===== config.mk =====
export PLATFORM = sky130hd
export DESIGN_NAME = err_hdr_log_queue
export DESIGN_NICKNAME = d
export VERILOG_FILES = /design/src/rtl/ehlq_pkg.sv /design/src/rtl/ehlq_queue.sv /design/src/rtl/ehlq_log.sv /design/src/rtl/err_hdr_log_queue.sv
export SDC_FILE = /design/constraint.sdc
export NUM_CORES = 2
export LEC_CHECK = 0
export ABC_AREA = 1
export ABC_CLOCK_PERIOD_IN_PS = 26200
export BUFFER_PORTS_ARGS = -buffer_cell sky130_fd_sc_hd__buf_2
export CORE_ASPECT_RATIO = 1.25
export CORE_MARGIN = 8
export CORE_UTILIZATION = 30
export CTS_CLUSTER_SIZE = 10
export DETAILED_ROUTE_END_ITERATION = 6
export SETUP_SLACK_MARGIN = 0.4
export SLEW_MARGIN = 30
export SYNTH_ARGS = -nofsm -noshare
export SYNTH_HDL_FRONTEND = slang
export SYNTH_SLANG_ARGS = --single-unit

===== constraint.sdc =====
create_clock -name clk -period 26.2 [get_ports clk]
set_input_delay 2.62 -clock clk [delete_from_list [all_inputs] [get_ports clk]]
set_output_delay 2.62 -clock clk [all_outputs]
set_load 0.1 [all_outputs]

===== src/rtl/ehlq_pkg.sv =====
package ehlq_pkg;

    localparam int ERR_W  = 32;
    localparam int DW_W   = 32;
    localparam int LOG_DW = 4;
    localparam int LOG_W  = DW_W * LOG_DW;
    localparam int IDX_W  = $clog2(ERR_W);

    typedef struct packed {
        logic [ERR_W-1:0] status;
        logic             hdr_vld;
        logic [LOG_W-1:0] hdr;
        logic             pfx_vld;
        logic [LOG_W-1:0] pfx;
    } err_rec_t;

    function automatic logic [IDX_W-1:0] lowest_bit(input logic [ERR_W-1:0] v);
        logic [IDX_W-1:0] idx;
        idx = '0;
        for (int i = ERR_W - 1; i >= 0; i--) begin
            if (v[i]) idx = IDX_W'(i);
        end
        return idx;
    endfunction

    function automatic logic is_single(input logic [ERR_W-1:0] v);
        return (v != '0) && ((v & (v - 1'b1)) == '0);
    endfunction

    function automatic logic [LOG_W-1:0] dword_swap(input logic [LOG_W-1:0] v);
        logic [LOG_W-1:0] r;
        for (int d = 0; d < LOG_DW; d++) begin
            for (int b = 0; b < DW_W / 8; b++) begin
                r[d*DW_W + 8*b +: 8] = v[d*DW_W + 8*(DW_W/8 - 1 - b) +: 8];
            end
        end
        return r;
    endfunction

endpackage


===== src/rtl/ehlq_queue.sv =====
module ehlq_queue
    import ehlq_pkg::*;
#(
    parameter int DEPTH = 4
) (
    input  logic                     clk,
    input  logic                     rst,
    input  logic                     flush,
    input  logic                     pop,
    input  logic                     push,
    input  err_rec_t                 push_rec,
    output err_rec_t                 head_rec,
    output logic [$clog2(DEPTH+1)-1:0] level,
    output logic [ERR_W-1:0]         pend_status
);

    localparam int CNT_W = $clog2(DEPTH + 1);
    localparam int PTR_W = (DEPTH > 1) ? $clog2(DEPTH) : 1;

    err_rec_t           mem [DEPTH];
    logic [DEPTH-1:0]   vld_q, vld_n;
    logic [PTR_W-1:0]   rd_q, rd_n, wr_q, wr_n, wr_idx;
    logic [CNT_W-1:0]   lvl_q, lvl_n;
    logic [ERR_W-1:0]   slot_st [DEPTH];

    function automatic logic [PTR_W-1:0] ptr_inc(input logic [PTR_W-1:0] p);
        return (p == PTR_W'(DEPTH - 1)) ? '0 : p + 1'b1;
    endfunction

    always_comb begin
        rd_n  = flush ? '0 : rd_q;
        wr_n  = flush ? '0 : wr_q;
        lvl_n = flush ? '0 : lvl_q;
        vld_n = flush ? '0 : vld_q;
        if (pop) begin
            vld_n[rd_n] = 1'b0;
            rd_n        = ptr_inc(rd_n);
            lvl_n       = lvl_n - 1'b1;
        end
        wr_idx = wr_n;
        if (push) begin
            vld_n[wr_n] = 1'b1;
            wr_n        = ptr_inc(wr_n);
            lvl_n       = lvl_n + 1'b1;
        end
    end

    always_ff @(posedge clk) begin
        if (rst) begin
            rd_q  <= '0;
            wr_q  <= '0;
            lvl_q <= '0;
            vld_q <= '0;
        end else begin
            rd_q  <= rd_n;
            wr_q  <= wr_n;
            lvl_q <= lvl_n;
            vld_q <= vld_n;
        end
    end

    always_ff @(posedge clk) begin
        if (push) mem[wr_idx] <= push_rec;
    end

    for (genvar k = 0; k < DEPTH; k++) begin : g_slot
        assign slot_st[k] = vld_q[k] ? mem[k].status : '0;
    end

    always_comb begin
        pend_status = '0;
        for (int k = 0; k < DEPTH; k++) pend_status = pend_status | slot_st[k];
    end

    assign head_rec = mem[rd_q];
    assign level    = lvl_q;


    q_room_chk: assert property (@(posedge clk) disable iff (rst)
        (push && !pop && !flush) |-> (lvl_q < CNT_W'(DEPTH)));


    q_pop_chk: assert property (@(posedge clk) disable iff (rst)
        pop |-> (lvl_q != '0));

endmodule


===== src/rtl/ehlq_log.sv =====
module ehlq_log
    import ehlq_pkg::*;
(
    input  logic             clk,
    input  logic             rst,
    input  logic             load,
    input  err_rec_t         load_rec,
    input  logic             clear,
    input  logic             pfx_cap,
    output logic [IDX_W-1:0] fep,
    output logic [LOG_W-1:0] hdr_log,
    output logic [LOG_W-1:0] pfx_log,
    output logic             pfx_present
);

    logic take_pfx;
    assign take_pfx = load_rec.pfx_vld && pfx_cap;

    always_ff @(posedge clk) begin
        if (rst || (clear && !load)) begin
            fep         <= '0;
            hdr_log     <= '0;
            pfx_log     <= '0;
            pfx_present <= 1'b0;
        end else if (load) begin
            fep         <= lowest_bit(load_rec.status);
            hdr_log     <= load_rec.hdr_vld ? dword_swap(load_rec.hdr) : '0;
            pfx_log     <= take_pfx ? dword_swap(load_rec.pfx) : '0;
            pfx_present <= take_pfx;
        end
    end


    log_clear_chk: assert property (@(posedge clk) disable iff (rst)
        (clear && !load) |=> (fep == '0 && hdr_log == '0 && pfx_log == '0 && !pfx_present));


    pfx_gate_chk: assert property (@(posedge clk) disable iff (rst)
        (load && !(load_rec.pfx_vld && pfx_cap)) |=> (!pfx_present && pfx_log == '0));


    hdr_zero_chk: assert property (@(posedge clk) disable iff (rst)
        (load && !load_rec.hdr_vld) |=> (hdr_log == '0));

endmodule


===== src/rtl/err_hdr_log_queue.sv =====
module err_hdr_log_queue
    import ehlq_pkg::*;
#(
    parameter int               QDEPTH   = 4,
    parameter logic [ERR_W-1:0] SUP_MASK = 32'h03FF_F030
) (
    input  logic             clk,
    input  logic             rst,
    input  logic             rec_valid,
    input  logic [31:0]      rec_status,
    input  logic             rec_hdr_vld,
    input  logic [127:0]     rec_hdr,
    input  logic             rec_pfx_vld,
    input  logic [127:0]     rec_pfx,
    input  logic             pfx_cap,
    input  logic             sts_wr,
    input  logic [31:0]      sts_wdata,
    input  logic             ctl_wr,
    input  logic             ctl_mhr,
    output logic [31:0]      uncor_status,
    output logic [4:0]       first_ptr,
    output logic [127:0]     hdr_log,
    output logic [127:0]     pfx_log,
    output logic             pfx_present,
    output logic             mhr_en,
    output logic             log_overflow
);

    localparam int CNT_W = $clog2(QDEPTH + 1);

    logic [ERR_W-1:0] status_q, st_w, st_e, st_n, rec_bit, q_pend;
    logic             mhr_q, mhr_n, ovf_q, ovf_w;
    logic [IDX_W-1:0] ptr_q, ptr_w;
    logic             q_pop, q_push, q_flush, log_clear, log_load, direct, rec_ok;
    logic [CNT_W-1:0] q_level;
    int               lvl_eff;
    err_rec_t         rec_in, q_head, log_rec;

    assign rec_in = '{status:  rec_status & SUP_MASK,
                      hdr_vld: rec_hdr_vld,
                      hdr:     rec_hdr,
                      pfx_vld: rec_pfx_vld,
                      pfx:     rec_pfx};

    always_comb begin
        // software write stage
        mhr_n     = ctl_wr ? ctl_mhr : mhr_q;
        st_w      = sts_wr ? (status_q & ~(sts_wdata & SUP_MASK)) : status_q;
        st_e      = st_w;
        ptr_w     = ptr_q;
        q_pop     = 1'b0;
        q_flush   = 1'b0;
        log_clear = 1'b0;
        if (sts_wr || ctl_wr) begin
            if (!st_w[ptr_q]) begin
                if (!mhr_n || q_level == '0) begin
                    log_clear = 1'b1;
                    ptr_w     = '0;
                end else begin
                    st_e  = st_w | q_pend;
                    q_pop = 1'b1;
                    ptr_w = lowest_bit(q_head.status);
                end
            end else if (mhr_n) begin
                st_e = st_w | q_pend;
            end else begin
                q_flush = 1'b1;
            end
        end

        // record stage, applied after the write
        rec_bit = rec_in.status;
        rec_ok  = rec_valid && is_single(rec_bit);
        lvl_eff = q_flush ? 0 : (int'(q_level) - int'(q_pop));
        q_push  = 1'b0;
        ovf_w   = 1'b0;
        direct  = 1'b0;
        st_n    = st_e;
        if (rec_ok) begin
            if (mhr_n && st_e[ptr_w]) begin
                if (lvl_eff < QDEPTH) q_push = 1'b1;
                else                  ovf_w  = 1'b1;
            end else begin
                direct = 1'b1;
            end
            st_n = st_e | rec_bit;
        end

        log_load = q_pop || direct;
        log_rec  = direct ? rec_in : q_head;
    end

    always_ff @(posedge clk) begin
        if (rst) begin
            status_q <= '0;
            mhr_q    <= 1'b0;
            ovf_q    <= 1'b0;
        end else begin
            status_q <= st_n;
            mhr_q    <= mhr_n;
            ovf_q    <= ovf_w;
        end
    end

    ehlq_queue #(.DEPTH(QDEPTH)) u_queue (
        .clk         (clk),
        .rst         (rst),
        .flush       (q_flush),
        .pop         (q_pop),
        .push        (q_push),
        .push_rec    (rec_in),
        .head_rec    (q_head),
        .level       (q_level),
        .pend_status (q_pend)
    );

    ehlq_log u_log (
        .clk         (clk),
        .rst         (rst),
        .load        (log_load),
        .load_rec    (log_rec),
        .clear       (log_clear),
        .pfx_cap     (pfx_cap),
        .fep         (ptr_q),
        .hdr_log     (hdr_log),
        .pfx_log     (pfx_log),
        .pfx_present (pfx_present)
    );

    assign uncor_status = status_q;
    assign first_ptr    = ptr_q;
    assign mhr_en       = mhr_q;
    assign log_overflow = ovf_q;


    unsup_zero_chk: assert property (@(posedge clk) disable iff (rst)
        (status_q & ~SUP_MASK) == '0);


    reject_chk: assert property (@(posedge clk) disable iff (rst)
        (rec_valid && !is_single(rec_status & SUP_MASK) && !sts_wr && !ctl_wr)
        |=> $stable(status_q));


    ovf_full_chk: assert property (@(posedge clk) disable iff (rst)
        ovf_q |-> ($past(q_level) == CNT_W'(QDEPTH)));


    pop_sets_chk: assert property (@(posedge clk) disable iff (rst)
        q_pop |=> status_q[ptr_q]);


    flush_empty_chk: assert property (@(posedge clk) disable iff (rst)
        (q_flush && !q_push) |=> (q_level == '0));

endmodule


Word-level counts from Yosys, hierarchy flattened
Memories as Yosys holds them, arrays and structs flattened. A register that Yosys moved wholly into a read port is not among the register bits.
Cells that the tools add are included.

storage, ports and cells
  input port bits = 329
  bits in writable memories = 1096
  bits in registers = 307
  memories = 1

operators by class
  $lt $le $gt $ge = 7
  multiplexer cells = 120
  bitwise gates (word level) = 13
  reductions and logical operators = 17
  add/sub/neg operators = 6
  equal/unequal tests = 2

memory list
  memory       depth  bits a word  rd ports  clocked after memory_dff  wr ports  line              source
  u_queue.mem  4      274          5         1                         1         ehlq_queue.sv:20  err_rec_t mem [DEPTH];

operators by type and width
  kind                                                                   count
  32-bit 2-to-1 mux                                                      11
  5-bit 2-to-1 mux                                                       67
  290-bit 2-to-1 mux                                                     1
  128-bit 2-to-1 mux                                                     2
  32-bit OR                                                              4
  26-bit by 32-bit AND with 32-bit output                                1
  32-bit AND                                                             1
  32-bit logical NOT                                                     1
  32-bit by 4-bit < comparator with 1-bit output, second input constant  1
  26-bit NOT with 32-bit output                                          1
  32-bit by 26-bit OR with 32-bit output                                 1
  32-bit nonzero test                                                    1
  26-bit by 1-bit subtractor with 27-bit output, second input constant   1
  1-bit 2-to-1 mux                                                       22
  2-bit 2-to-1 mux                                                       7
  5-bit by 6-bit < comparator with 1-bit output, second input constant   2
  4-bit 2-to-1 mux                                                       3
  1-bit binary-select mux with 5-bit select                              2
  3-bit 2-to-1 mux                                                       3
  1-bit logical AND                                                      7
  2-bit by 3-bit < comparator with 1-bit output, second input constant   2
  2-bit by 1-bit adder with 2-bit output, second input constant          2
  4-bit AND                                                              1
  1-bit demux with 2-bit select                                          2
  other kinds (12)                                                       19

Longest topological paths before layout
  depth after elaboration = 73
  depth in mapped cells = 46
  mapped depth without buffers = 46

Cells and area by module
Synthesis repeated with hierarchy kept, for this count alone.

second synthesis, totals
  cells, all modules = 5784
  area, all modules = 60653.2 um2

modules (own cells, without submodules)
  module             cells an instance  sequential area each (um2)  area an instance (um2)  times used
  ehlq_queue         3076               35053.6                     44053.5                 1
  ehlq_log           1250               5245.0                      9494.1                  1
  err_hdr_log_queue  1458               680.7                       7105.6                  1

Least setup slack after synthesis
No wires, ideal clock.

  path type = input to register
  start = input sts_wr
  end = memory u_queue.mem[0][0] (netlist name), enable pin
  stages = 22
  slack = 15251 ps
  data required time = 25576 ps
  data arrival time = 10325 ps
  library setup time = 624 ps
  cells stage by stage = buf_6 -> nand2_1 -> nand2_1 -> nor2_1 -> o21ai_1 -> o311ai_1 -> nand2_2 -> nand2_1 -> nand2_1 -> buf_2 -> nor3_1 -> a21oi_1 -> nand2_1 -> nand3_1 -> a21oi_1 -> nand2_1 -> nand2_1 -> nand3_2 -> nor3_1 -> clkbuf_1 -> nand2_1 -> inv_1

between the ends
  longest elaborated chain between the ends = 13

RTL lines
  item                                            line                     source
  start: declaration                              err_hdr_log_queue.sv:16  input logic sts_wr,
  32-bit 2-to-1 mux                               err_hdr_log_queue.sv:48  st_w = sts_wr ? (status_q & ~(sts_wdata & SUP_MASK)) : status_q;
  1-bit binary-select mux with 5-bit select       err_hdr_log_queue.sv:55  if (!st_w[ptr_q]) begin
  1-bit 2-to-1 mux (implied by the code)          err_hdr_log_queue.sv:55
  1-bit 2-to-1 mux                                err_hdr_log_queue.sv:55
  1-bit 2-to-1 mux                                err_hdr_log_queue.sv:54  if (sts_wr || ctl_wr) begin
  3-bit by 1-bit subtractor with 4-bit output     err_hdr_log_queue.sv:74  lvl_eff = q_flush ? 0 : (int'(q_level) - int'(q_pop));
  32-bit 2-to-1 mux                               err_hdr_log_queue.sv:74
  32-bit by 4-bit < comparator with 1-bit output  err_hdr_log_queue.sv:81  if (lvl_eff < QDEPTH) q_push = 1'b1;
  1-bit 2-to-1 mux                                err_hdr_log_queue.sv:81
  1-bit 2-to-1 mux                                err_hdr_log_queue.sv:80  if (mhr_n && st_e[ptr_w]) begin
  1-bit 2-to-1 mux                                err_hdr_log_queue.sv:79  if (rec_ok) begin
  1-bit 2-to-1 mux                                ehlq_queue.sv:63         if (push) mem[wr_idx] <= push_rec;
  1-bit 2-to-1 mux (implied by the code)          ehlq_queue.sv:63
  end: declaration                                ehlq_queue.sv:20

Several ways; a longest one is shown, not always the timed one. The select of a mux whose other input is x is not followed.

Worst setup path in the final report
  start = input sts_wr
  end = register u_log.pfx_log[60]

between the ends
  longest elaborated chain between the ends = 14

RTL lines
  item                                                                           line                                                                       source
  32-bit 2-to-1 mux                                                              err_hdr_log_queue.sv:48
  1-bit binary-select mux with 5-bit select / 32-bit OR (equally long branches)  err_hdr_log_queue.sv:55, err_hdr_log_queue.sv:60, err_hdr_log_queue.sv:65
  1-bit 2-to-1 mux (implied by the code) (tied with other cells)                 err_hdr_log_queue.sv:55
  32-bit 2-to-1 mux / 5-bit 2-to-1 mux (equally long branches)                   err_hdr_log_queue.sv:55
  32-bit 2-to-1 mux / 5-bit 2-to-1 mux (equally long branches)                   err_hdr_log_queue.sv:54
  1-bit binary-select mux with 5-bit select                                      err_hdr_log_queue.sv:80
  1-bit 2-to-1 mux (implied by the code)                                         err_hdr_log_queue.sv:80
  1-bit logical AND                                                              err_hdr_log_queue.sv:80
  1-bit 2-to-1 mux                                                               err_hdr_log_queue.sv:80
  1-bit 2-to-1 mux                                                               err_hdr_log_queue.sv:79
  1-bit logical OR                                                               err_hdr_log_queue.sv:89                                                    log_load = q_pop || direct;
  1-bit logical NOT                                                              ehlq_log.sv:20                                                             if (rst || (clear && !load)) begin
  1-bit logical AND                                                              ehlq_log.sv:20
  1-bit logical OR                                                               ehlq_log.sv:20
  end signal: assignment                                                         ehlq_log.sv:28                                                             pfx_log <= take_pfx ? dword_swap(load_rec.pfx) : '0;
  end: declaration                                                               ehlq_log.sv:12                                                             output logic [LOG_W-1:0] pfx_log,

Several ways; a longest one is shown, not always the timed one. The select of a mux whose other input is x is not followed.
A chain may end at the register's enable or synchronous reset.

==> key figures <==
Timing
  – Max Slew Vio Count: 0
  – PnR worst setup slack: about 17,000 ps
  – Setup_tns: 0 ps
  – Final Skew: 36.5 ps
  – RSZ-0062 raised after global routing: no
  – Final cycle utilization of the critical path: roughly 35%
  – Final hold violations: 0
  – Setup Viol. Count Final: 0
  – Worst slew margin: 28.9%
  – Slew @ Worst Pin: 1070 ps
  – Fmax: 108 MHz
  – Post-route minimum period: 9270 ps

Placement
  – DP Worst Slack: about 16,000 ps
  – Gpl congestion: 0.853
  – IO Port Bufs: 576
  – Placed cells: 7,368
  – Dpl hpwl: approximately 95 mm

Floorplan
  – Core area: 187,000 um2
  – Boundary pin count: 625
  – Row count: 178
  – Die W: 404 um
  – Die height: 500 um
  – Initial Util: 30.1%
  – Die area: 202,000 um2

Worst hold path
  – Hold WC Path Type: register to register
  – Hold Crit Depth: 2

Setup path
  – CP required: 26,900 ps
  – Startpoint types: input pin
  – CP arrival: 9970 ps
  – Worst setup path endpoint: u_log.pfx_log[60]
  – R2r setup slk: 17,820 ps
  – CP Capture Type: register
  – RR Endpoint: u_log.pfx_log[60]
  – Critical-path top delay cell: inv_6
  – CP dominant cell by count: nand2_1
  – R2r startpoint: u_queue.rd_q[0]
  – Crit. Startpoint: sts_wr
  – Largest stage delay, worst path: 720 ps
  – Crit-path max FO: 96
  – WS Path Type: input pin to register
  – FF-to-FF path depth: 37

CTS
  – Post-CTS setup buffer count: 0
  – Clock sink total: 1,387
  – CTS tree: done
  – CTS max path bufs: 3
  – TritonCTS buffer count: about 160
  – Root buffer cell: clkbuf_16
  – Post_cts resized: 0
  – Worst-path clk slew: 50 ps
  – Clock latency on the worst-skew pair: 800 ps
  – H-tree Lvls: 4
  – Hold-fix buffers, CTS: 0

Cells and area
  – Layout area overhead: 18.1%
  – Final Util: 35.5%
  – Commonest non-fill, non-tap cell in the layout: edfxtp_1
  – Most frequent cells in the layout: edfxtp_1, nand2_1, buf_2
  – Layout cells sized above 1: 22.9%
  – Reg area: 38,700 um2
  – Final net count: 5,356
  – Area of the multi-input gates: 15,500 um2
  – Final-layout fill cell count: ~18,000
  – Finished Layout Cells: 7,705

Power
  – VDD IR max: between 50 and 60 uV
  – Power per cell area: 69.0 nW/um2
  – P_leak: 23.0 nW

Global routing
  – Initial antenna violation count: 65
  – First-pass GRT wire length: 250 mm
  – Total gr overflow: 0
  – Number of global-route vias before repair: 39,600
  – GRT Util Overall: 15.9%
  – Largest net degree at the start of global routing: 216

Routing
  – Post-route ant nets: 0
  – Drt total wl: 167 mm
  – Drt initial violations: 2,880
  – Vias per cell: approximately 5
  – Drt first pass iters: 6
  – Residual DRC: 0
  – WL per Instance: 21.6 um
  – Via count: 39,100

Logic synthesis
  – Post-synth cell types: 54
  – Seq cells post-synth: 1,387
  – Syn_area_per_cell: 12.3 um2
  – Post-Synthesis Cell Area: between 50,000 and 60,000 um2
  – Post-Synthesis Cells: ~4,600
  – Syn. warnings: 0
  – Register area share after synthesis: 68.8%

Status
  – Status: complete, no violations

Job
  – Max Cap Viol: 0
-- report_power, final --
part           total (mW)  internal, mW  switching, mW  leakage [nW]
Combinational      0.0733        0.0179         0.0554          8.48
Sequential           2.37          2.37      0.0000392          12.2
Clock                2.14          1.23          0.910          2.38
-- flip-flops by register name, indices dropped and copies added (netlist names) --
| register | flops |
|---|---|
| u_queue.mem | 1096 |
| u_log.hdr_log | 128 |
| u_log.pfx_log | 128 |
| uncor_status | 16 |
| u_log.fep | 5 |
| u_queue.vld_q | 4 |
| u_queue.level | 3 |
| u_queue.rd_q | 2 |
| u_queue.wr_q | 2 |
| log_overflow | 1 |
| mhr_en | 1 |
| u_log.pfx_present | 1 |
-- per-stage QoR --
| step | cell area (um2) | hold slack, ps | power, mW |
|---|---|---|---|
| after floorplan | 56400 | 487 | 2.44 |
| after CTS | 66200 | 468 | 4.64 |
| after detailed placement | 61200 | 456 | 2.49 |
| after global placement | 61200 | 451 | 2.49 |
| after global routing | 66400 | 481 | 4.73 |
| final | 66500 | 468 | 4.59 |
-- cells in the mapped netlist (all sizes together) --
master   number  area (um2)
a211oi        3        22.5
a21boi       10        75.1
a21oi       308        1920
a221oi        7        61.3
a22o          3        26.3
a22oi         1        7.51
a31o          2        17.5
a31oi         7        43.8
a32o        128        1280
a32oi       128        1120
and3          1        6.26
buf         108         775
clkbuf      262         983
clkinv        1        3.75
conb          1        3.75
dfxtp       291        5830
edfxtp     1096       32900
ha           10         125
inv          98         370
nand2       726        2760
nand3        42         215
nand3b        1        7.51
nand4         4        25.0
nor2        438        1680
nor3         11        60.1
nor4          1        6.26
o2111ai       2        17.5
o211ai      129        1470
o21ai       483        2420
o21bai        8        60.1
o221ai      130        1140
o22ai         2        12.5
o311ai        3        26.3
or2         131         820
xor2          2        17.5
-- layout make-up --
type / instances / share of cell area (%)
Sequential cell: 1387 / 58.3
Tap cell: 2520 / 4.74
Inverter: 99 / 0.657
Antenna cell: 42 / 0.158
Clock buffer: 265 / 6.76
Timing Repair Buffer: 630 / 5.24
Multi-Input combinational cell: 2737 / 23.4
Clock inverter: 25 / 0.811
-- kinds of logic after synthesis --
group                      count (synthesis)  synth area share (%)
AOI/OAI and AO/OA                       1354                  17.3
xor gates and xnor gates                   2                0.0311
adders and majority gates                 10                 0.222
buffers and inverters                    469                  3.79
DFF                                     1387                  68.8
other                                      1               0.00666
and+or+nand+nor                         1355                  9.90
-- worst min path at each step --
stage / startpoint / to / slack (ps)
3_3_place_gp: u_log.pfx_log[81] / u_log.pfx_log[81] / 450
3_5_place_dp: u_log.pfx_log[85] / u_log.pfx_log[85] / 460
2_1_floorplan: u_queue.vld_q[0] / u_queue.vld_q[0] / 490
6_report: u_log.pfx_log[94] / u_log.pfx_log[94] / 470
4_1_cts: u_log.pfx_log[87] / u_log.pfx_log[87] / 470
5_1_grt: u_log.pfx_log[87] / u_log.pfx_log[87] / 480
-- layer usage --
| layer | track usage, % | vias to the layer above | share of wire [%] | wire (um) |
|---|---|---|---|---|
| met4 | 4.02 | 54 | 1.9 | 3080 |
| met1 | 20.1 | 19500 | 42 | 70000 |
| met5 | 0 | - | 0.21 | 351 |
| met2 | 25.5 | 1378 | 46 | 76200 |
| met3 | 6.14 | 304 | 10 | 17000 |
| li1 | - | 17900 | - | - |
-- critical path: cells and delay by family --
kind / cells / cell delay, ps
AO/OA/AOI/OAI: 5 / 900
buffers and inverters: 6 / 3150
AND/OR/NAND/NOR: 21 / 3140
(Power assumes the default switching activity.)
